--- config.mk ---
export PLATFORM = sky130hd
export DESIGN_NAME = alu_flags_core
export DESIGN_NICKNAME = d
export VERILOG_FILES = /design/src/rtl/alu_pkg.sv /design/src/rtl/alu_opnd_prep.sv /design/src/rtl/alu_adder.sv /design/src/rtl/alu_bitwise.sv /design/src/rtl/alu_flag_reg.sv /design/src/rtl/alu_flags_core.sv
export SDC_FILE = /design/constraint.sdc
export NUM_CORES = 1
export LEC_CHECK = 0
export BUFFER_PORTS_ARGS = -buffer_cell sky130_fd_sc_hd__buf_4
export CAP_MARGIN = 30
export CORE_MARGIN = 5
export CORE_UTILIZATION = 56
export CTS_CLUSTER_SIZE = 25
export DETAILED_ROUTE_END_ITERATION = 10
export PLACE_DENSITY = 0.84
export SYNTH_ARGS = -nofsm -noshare
export SYNTH_HDL_FRONTEND = slang
export SYNTH_HIERARCHICAL = 1
export SYNTH_SLANG_ARGS = --single-unit
--- constraint.sdc ---
create_clock -name clk -period 5.25 [get_ports clk]
set_input_delay 0.7875 -clock clk [delete_from_list [all_inputs] [get_ports clk]]
set_output_delay 0.7875 -clock clk [all_outputs]
set_load 0.03 [all_outputs]
--- src/rtl/alu_pkg.sv ---
package alu_pkg;

    typedef enum logic [2:0] {
        OP_ADD = 3'd0,
        OP_SUB = 3'd1,
        OP_ADC = 3'd2,
        OP_SBC = 3'd3,
        OP_AND = 3'd4,
        OP_OR  = 3'd5,
        OP_NOR = 3'd6,
        OP_SLT = 3'd7
    } alu_op_e;

    typedef struct packed {
        logic z;
        logic n;
        logic v;
        logic c;
    } flag_s;

endpackage

--- src/rtl/alu_opnd_prep.sv ---
module alu_opnd_prep
    import alu_pkg::*;
#(
    parameter int WIDTH        = 32,
    parameter bit BORROW_STYLE = 1'b0
) (
    input  alu_op_e             op,
    input  logic [WIDTH-1:0]    b_in,
    input  logic                c_stored,
    output logic [WIDTH-1:0]    b_eff,
    output logic                carry_in,
    output logic                is_sub
);

    always_comb begin
        is_sub   = (op == OP_SUB) || (op == OP_SBC) || (op == OP_SLT);
        b_eff    = is_sub ? ~b_in : b_in;
        unique case (op)
            OP_ADD:  carry_in = 1'b0;
            OP_ADC:  carry_in = c_stored;
            OP_SBC:  carry_in = c_stored ^ BORROW_STYLE;
            default: carry_in = 1'b1;
        endcase
    end

endmodule

--- src/rtl/alu_adder.sv ---
module alu_adder #(
    parameter int WIDTH = 32
) (
    input  logic [WIDTH-1:0] a,
    input  logic [WIDTH-1:0] b,
    input  logic             cin,
    output logic [WIDTH-1:0] sum,
    output logic             c_into_top,
    output logic             c_out
);

    localparam int LOW_W = WIDTH - 1;

    logic [LOW_W:0] low_sum;
    logic [1:0]     top_sum;

    always_comb begin
        low_sum    = {1'b0, a[LOW_W-1:0]} + {1'b0, b[LOW_W-1:0]} + {{LOW_W{1'b0}}, cin};
        c_into_top = low_sum[LOW_W];
        top_sum    = {1'b0, a[WIDTH-1]} + {1'b0, b[WIDTH-1]} + {1'b0, c_into_top};
        sum        = {top_sum[0], low_sum[LOW_W-1:0]};
        c_out      = top_sum[1];
    end

endmodule

--- src/rtl/alu_bitwise.sv ---
module alu_bitwise
    import alu_pkg::*;
#(
    parameter int WIDTH = 32
) (
    input  alu_op_e          op,
    input  logic [WIDTH-1:0] a,
    input  logic [WIDTH-1:0] b,
    output logic [WIDTH-1:0] y
);

    always_comb begin
        unique case (op)
            OP_AND:  y = a & b;
            OP_OR:   y = a | b;
            default: y = ~(a | b);
        endcase
    end

endmodule

--- src/rtl/alu_flag_reg.sv ---
module alu_flag_reg
    import alu_pkg::*;
(
    input  logic  clk,
    input  logic  rst_n,
    input  logic  upd,
    input  flag_s cand,
    output flag_s flags
);

    flag_s flags_d, flags_q;

    always_comb begin
        flags_d = flags_q;
        if (upd) begin
            flags_d = cand;
        end
    end

    always_ff @(posedge clk or negedge rst_n) begin
        if (!rst_n) begin
            flags_q <= '0;
        end else begin
            flags_q <= flags_d;
        end
    end

    assign flags = flags_q;

    assert_hold_R10: assert property (@(posedge clk) disable iff (!rst_n)
        !upd |=> $stable(flags_q))
        else $error("flags moved without update");

    assert_load_R8: assert property (@(posedge clk) disable iff (!rst_n)
        upd |=> flags_q == $past(cand))
        else $error("flags not loaded from candidate");

endmodule

--- src/rtl/alu_flags_core.sv ---
module alu_flags_core
    import alu_pkg::*;
#(
    parameter int WIDTH        = 32,
    parameter bit BORROW_STYLE = 1'b0
) (
    input  logic             clk,
    input  logic             rst_n,
    input  logic [WIDTH-1:0] opnd_a,
    input  logic [WIDTH-1:0] opnd_b,
    input  logic [2:0]       op_sel,
    input  logic             flag_we,
    output logic [WIDTH-1:0] result,
    output logic             flag_z,
    output logic             flag_n,
    output logic             flag_v,
    output logic             flag_c
);

    localparam int MSB = WIDTH - 1;

    alu_op_e          op;
    logic [WIDTH-1:0] b_eff;
    logic             carry_in;
    logic             is_sub;
    logic [WIDTH-1:0] sum;
    logic             c_into_top;
    logic             c_out;
    logic [WIDTH-1:0] logic_y;
    logic             is_arith;
    logic             is_logic;
    logic             v_arith;
    logic             c_arith;
    logic             upd;
    flag_s            cand;
    flag_s            flags;

    assign op = alu_op_e'(op_sel);

    alu_opnd_prep #(.WIDTH(WIDTH), .BORROW_STYLE(BORROW_STYLE)) u_prep (
        .op       (op),
        .b_in     (opnd_b),
        .c_stored (flags.c),
        .b_eff    (b_eff),
        .carry_in (carry_in),
        .is_sub   (is_sub)
    );

    alu_adder #(.WIDTH(WIDTH)) u_add (
        .a          (opnd_a),
        .b          (b_eff),
        .cin        (carry_in),
        .sum        (sum),
        .c_into_top (c_into_top),
        .c_out      (c_out)
    );

    alu_bitwise #(.WIDTH(WIDTH)) u_bit (
        .op (op),
        .a  (opnd_a),
        .b  (opnd_b),
        .y  (logic_y)
    );

    always_comb begin
        is_arith = (op == OP_ADD) || (op == OP_SUB) || (op == OP_ADC) || (op == OP_SBC);
        is_logic = (op == OP_AND) || (op == OP_OR) || (op == OP_NOR);
        v_arith  = c_into_top ^ c_out;
        c_arith  = is_sub ? (c_out ^ BORROW_STYLE) : c_out;
        if (op == OP_SLT) begin
            result = {{(WIDTH-1){1'b0}}, sum[MSB] ^ v_arith};
        end else if (is_logic) begin
            result = logic_y;
        end else begin
            result = sum;
        end
        cand.z = (result == '0);
        cand.n = result[MSB];
        cand.v = is_logic ? 1'b0 : v_arith;
        cand.c = is_logic ? flags.c : c_arith;
        upd    = flag_we && (op != OP_SLT);
    end

    alu_flag_reg u_flags (
        .clk   (clk),
        .rst_n (rst_n),
        .upd   (upd),
        .cand  (cand),
        .flags (flags)
    );

    assign flag_z = flags.z;
    assign flag_n = flags.n;
    assign flag_v = flags.v;
    assign flag_c = flags.c;

    assert_ovf_sign_R3: assert property (@(posedge clk) disable iff (!rst_n)
        (is_arith && v_arith) |-> ((opnd_a[MSB] == b_eff[MSB]) && (sum[MSB] != opnd_a[MSB])))
        else $error("overflow without sign mismatch");

    assert_slt_upper_R7: assert property (@(posedge clk) disable iff (!rst_n)
        (op == OP_SLT) |-> (result[MSB:1] == '0))
        else $error("slt upper bits nonzero");

    assert_slt_flags_R7: assert property (@(posedge clk) disable iff (!rst_n)
        (op == OP_SLT) |=> $stable({flag_z, flag_n, flag_v, flag_c}))
        else $error("slt changed flags");

    assert_logic_v_R9: assert property (@(posedge clk) disable iff (!rst_n)
        (flag_we && is_logic) |=> !flag_v)
        else $error("logic op left overflow set");

    assert_logic_c_R9: assert property (@(posedge clk) disable iff (!rst_n)
        (flag_we && is_logic) |=> (flag_c == $past(flag_c)))
        else $error("logic op changed carry");

endmodule

After elaboration in Yosys (flattened, before gate mapping)

Cells that the tools add are included.

Register bits: 4
Input port bits: 70
Output and inout bits: 36
Logic and storage cells: 38

Add/subtract/negate cells: 4
Equal/unequal tests: 8
Muxes and demuxes: 6
Bitwise operators: 7
Reduce and logical (&&, ||, !) cells: 9

Operator list:

| kind                                           | count |
|---|---|
| two-way mux 32 bit                             | 3 |
| inverter 32 bit                                | 2 |
| one-hot mux 32 bit (2 select lines)            | 1 |
| adder 31 x 31 -> 32 bit                        | 1 |
| adder 32 x 1 -> 32 bit                         | 1 |
| AND 32 bit                                     | 1 |
| logical NOT 32 bit                             | 1 |
| bitwise OR 32 bit                              | 1 |
| == test 3 bit (second input constant)          | 4 |
| == test 3 x 2 -> 1 bit (second input constant) | 2 |
| logical OR 1 bit                               | 4 |
| == test 3 x 1 -> 1 bit (second input constant) | 1 |
| logical NOT 3 bit                              | 1 |
| inequality test 3 bit (second input constant)  | 1 |
| adder 1 x 1 -> 2 bit                           | 1 |
| adder 2 x 1 -> 2 bit                           | 1 |
| one-hot mux 1 bit (2 select lines)             | 1 |
| AND reduction 2 bit                            | 1 |
| OR reduction 2 bit                             | 1 |
| XOR 1 bit                                      | 2 |
| logical AND 1 bit                              | 1 |
| two-way mux 1 bit                              | 1 |
| inverter 1 bit                                 | 1 |

Logic depth before layout (Yosys ltp)

Word-level depth: 11
Gate-level depth with buffers: 20
Gate-level depth less buffers: 18

Hierarchy

The synthesis kept the hierarchy.

By module, submodules not included:

| module         | times used | cells each | area an instance (um2) | sequential area each (um2) |
|---|---|---|---|---|
| alu_adder      | 1          | 285        | 2011.9                 | 0.0 |
| alu_bitwise    | 1          | 104        | 1018.5                 | 0.0 |
| alu_flags_core | 1          | 135        | 660.6                  | 0.0 |
| alu_opnd_prep  | 1          | 40         | 362.8                  | 0.0 |
| alu_flag_reg   | 1          | 8          | 145.1                  | 100.1 |

Worst setup path before layout

OpenSTA, ideal clock, no wires.

Path kind: input-to-output
From: input op_sel[2]
To: output result[0]
Arrival: 4159 ps
Required time: 4463 ps
Slack: 304 ps
Stages on the path: 17
Path buffers: 2
Cell sequence: inv_1 o21ai_4 buf_8 xnor2_1 ha_1 buf_6 a21o_1 o21a_1 a311oi_2 nand4_1 o21ai_2 o21a_1 fa_1 inv_1 xnor2_1 mux2i_1 a21oi_1

Elaborated cells between the ends (all ways): 24
Classes of those cells: add/sub: 4; eq/ne: 7; mux: 5; bitwise: 2; reduce/logical: 6

RTL lines:

| item                                                             | line                 | RTL |
|---|---|---|
| start, declared                                                  | alu_flags_core.sv:11 | `input logic [2:0] op_sel,` |
| == test 3 x 1 -> 1 bit or == test 3 x 2 -> 1 bit (tied branches) | n/a                  |  |
| logical OR 1 bit                                                 | alu_opnd_prep.sv:16  | `is_sub = (op == OP_SUB) \|\| (op == OP_SBC) \|\| (op == OP_SLT);` |
| logical OR 1 bit *                                               | alu_opnd_prep.sv:16  |  |
| two-way mux 32 bit *                                             | alu_opnd_prep.sv:17  | `b_eff = is_sub ? ~b_in : b_in;` |
| net b_eff[17]                                                    | alu_flags_core.sv:23 | `logic [WIDTH-1:0] b_eff;` |
| adder 31 x 31 -> 32 bit *                                        | alu_adder.sv:18      | `low_sum = {1'b0, a[LOW_W-1:0]} + {1'b0, b[LOW_W-1:0]} + {{LOW_W{1'b0}}, cin};` |
| adder 32 x 1 -> 32 bit *                                         | alu_adder.sv:18      |  |
| adder 2 x 1 -> 2 bit *                                           | alu_adder.sv:20      | `top_sum = {1'b0, a[WIDTH-1]} + {1'b0, b[WIDTH-1]} + {1'b0, c_into_top};` |
| net sum[31]                                                      | alu_flags_core.sv:26 | `logic [WIDTH-1:0] sum;` |
| XOR 1 bit *                                                      | alu_flags_core.sv:71 | `result = {{(WIDTH-1){1'b0}}, sum[MSB] ^ v_arith};` |
| two-way mux 32 bit *                                             | alu_flags_core.sv:70 | `if (op == OP_SLT) begin` |
| end, declared                                                    | alu_flags_core.sv:13 | `output logic [WIDTH-1:0] result,` |

Mark *: on every way through the listed nets, which the timed path passes. The rest lies on a longest branch.

Worst setup path after layout

Same ends and word-level chain as after synthesis.

==> results.toml <==
[die]
initial_utilization_pct = 57.5
num_rows = 31
die_w_microns = 96.6
ios = 106
die_y_microns = 96.6
core-area_sq_mm = 0.00729
die_area_sq_mm = 0.00932

[setup_path]
cp-end-kind = "primary output"
crit_family = "compound AO/OA/AOI/OAI gates"
crit_fanout = 16
r2r-start = "u_flags/flags[0]"
critPathSlowestCell = "fa_1"
worstPathRequired_ps = 4460
cp.depth = 18
reg2regPathDepth = 16
crit_buf_inv = 5
path_cells = "buf_4, inv_1, o21ai_4, buf_12, xnor2_1, fa_1, a211oi_1, o21ai_2, o21ai_1, a21oi_2, o21ai_2, o21a_1, fa_1, inv_1, xnor2_1, mux2i_1, a21oi_2, buf_4"
reg2reg_setup_slack_ps = 1350
endpoint = "result[0]"
max_stage_delay_ps = 430
crit_arrival_ps = 4230
path_class = "in2out"
worstReg2RegEnd = "u_flags/flags[3]"
cp-start-kind = "primary input"
crit_start = "op_sel[2]"

[grt]
antenna_found_initial = 0
grt_pass1_wl_mm = 19.9
grt_max_degree = 38
grt_pass1_vias = 4326
grt_overflow_total = 0
grt_usage_pct = 26.1

[drt]
vias = 4474
detail-route-antenna-nets = 0
avgViaCountPerCell = 5.83
wirelength_mm = 12.4
drt_iter0_drc = 199
firstDrtPassIters = 5
wl_per_cell_microns = 16.2
route.detailed.drc = 0

[power]
p_per_area_mw_per_mm2 = 220
p_leak_nw = 2.38
ir_drop_mv = 0.161

[finish]
post-route-util_pct = 69.8
antennaDiodeCount = 0
area_growth_pct = 21.4
drive_above_1_share_pct = 32.6
largest_reg_flops = 4
design_area_sq_mm = 0.00509
nets = 773
finalNonFillerCells = 767

[yosys]
syn_area_per_cell_sq_um = 7.35
ys_warn_count = 6
netlist_instances = 571
syn_area_sq_mm = 0.00420
syn_nets = 674

[place]
gp_congestion = 0.938
post-dp-hpwl_mm = 10.3
numPortBuffers = 105
dpl_cell_area_sq_mm = 0.00504
place_ws_ps = 135
dp_cells = 763

[timing]
rsz0062_at_grt = "no"
finClkSkew_ps = 1.07
worst_slew_pin_slew_ps = 946
slew_viol_final = 0
setup_violations = 0
fin_crit_ps = 5020
fin_ws_ps = 231
fmax_mhz = 199
tns_ps = 0
fin_crit_sh_pct = 95.6
hold_viol = 0
slew_headroom_pct = 36.8

[clock_tree]
root_buffer = "clkbuf_8"
tritoncts = "built"
clkLatencyLatePin_ps = 220
clkSinkCount = 4
clkTransAtPathRegs_ps = 30
htreeDepth = 1
clock_path_buffers = 2
cts_buffers = 3

[job]
maxCapViolCount = 0

[min_path]
hold_class = "in2async"

[outcome]
status = "complete, no violations"
==> routing by layer <==
layer  global-route usage, %  vias to the layer above  routed length (microns)  part of all wire (%)
li1                        -                     2225                        -                     -
met2                    48.0                      139                     6180                    50
met3                    2.32                       12                      673                   5.4
met1                    33.5                     2098                     5480                    44
met4                    3.97                        0                      101                  0.81
met5                       0                        -                        0                     0
==> placed cells by master, fill, tap and decap left out, types with 5 or more instances in the layout <==
cell type / instances
xor2_1: 9
xnor2_1: 46
maj3_2: 30
ha_1: 30
o21ai_1: 5
a31oi_1: 5
a21o_1: 7
o21ai_0: 46
mux2_4: 30
inv_1: 50
nand2_1: 60
buf_4: 122
o21a_1: 9
nor2_1: 60
mux2_2: 9
nor3_1: 5
nor4_1: 13
o211ai_1: 7
a211oi_1: 6
a21oi_1: 30
nand4_1: 9
==> worst min path at each step <==
stage          slack, ps        startpoint               end  cells after the start
5_1_grt              350             rst_n  u_flags/flags[2]                      1
4_1_cts              360             rst_n  u_flags/flags[2]                      1
2_1_floorplan        490             rst_n  u_flags/flags[0]                      0
3_3_place_gp         500  u_flags/flags[2]  u_flags/flags[2]                      1
3_5_place_dp         500  u_flags/flags[1]  u_flags/flags[1]                      1
6_report             360             rst_n  u_flags/flags[3]                      1
==> cell type report <==
| cell class | instances | area [sq um] |
|---|---|---|
| Clock buffer | 3 | 41.3 |
| Fill cell | 699 | 2200 |
| Inverter | 50 | 188 |
| Multi-Input combinational cell | 487 | 3680 |
| Sequential cell | 4 | 100 |
| Tap cell | 99 | 124 |
| Timing Repair Buffer | 124 | 956 |
==> through the flow <==
step	hold WS, ps	power, W
floorplan	492	0.000749
finish	357	0.00112
global placement	501	0.00102
detailed placement	505	0.00104
CTS	356	0.00111
global route	352	0.00121
==> what timing repair did <==
| action | CTS | global route |
|---|---|---|
| setup endpoints to repair | 0 | 1 |
| resized for setup | 0 | 2 |
| hold buffers | 0 | 0 |
| setup buffers | 0 | 1 |
==> power by group <==
| part | switching [W] | total [W] | internal (W) |
|---|---|---|---|
| clock network | 0.0000151 | 0.0000639 | 0.0000488 |
| registers | 0.00000618 | 0.0000455 | 0.0000393 |
| logic | 0.000585 | 0.00101 | 0.000424 |
| total | 0.000606 | 0.00112 | 0.000512 |
(Power assumes the default switching activity.)
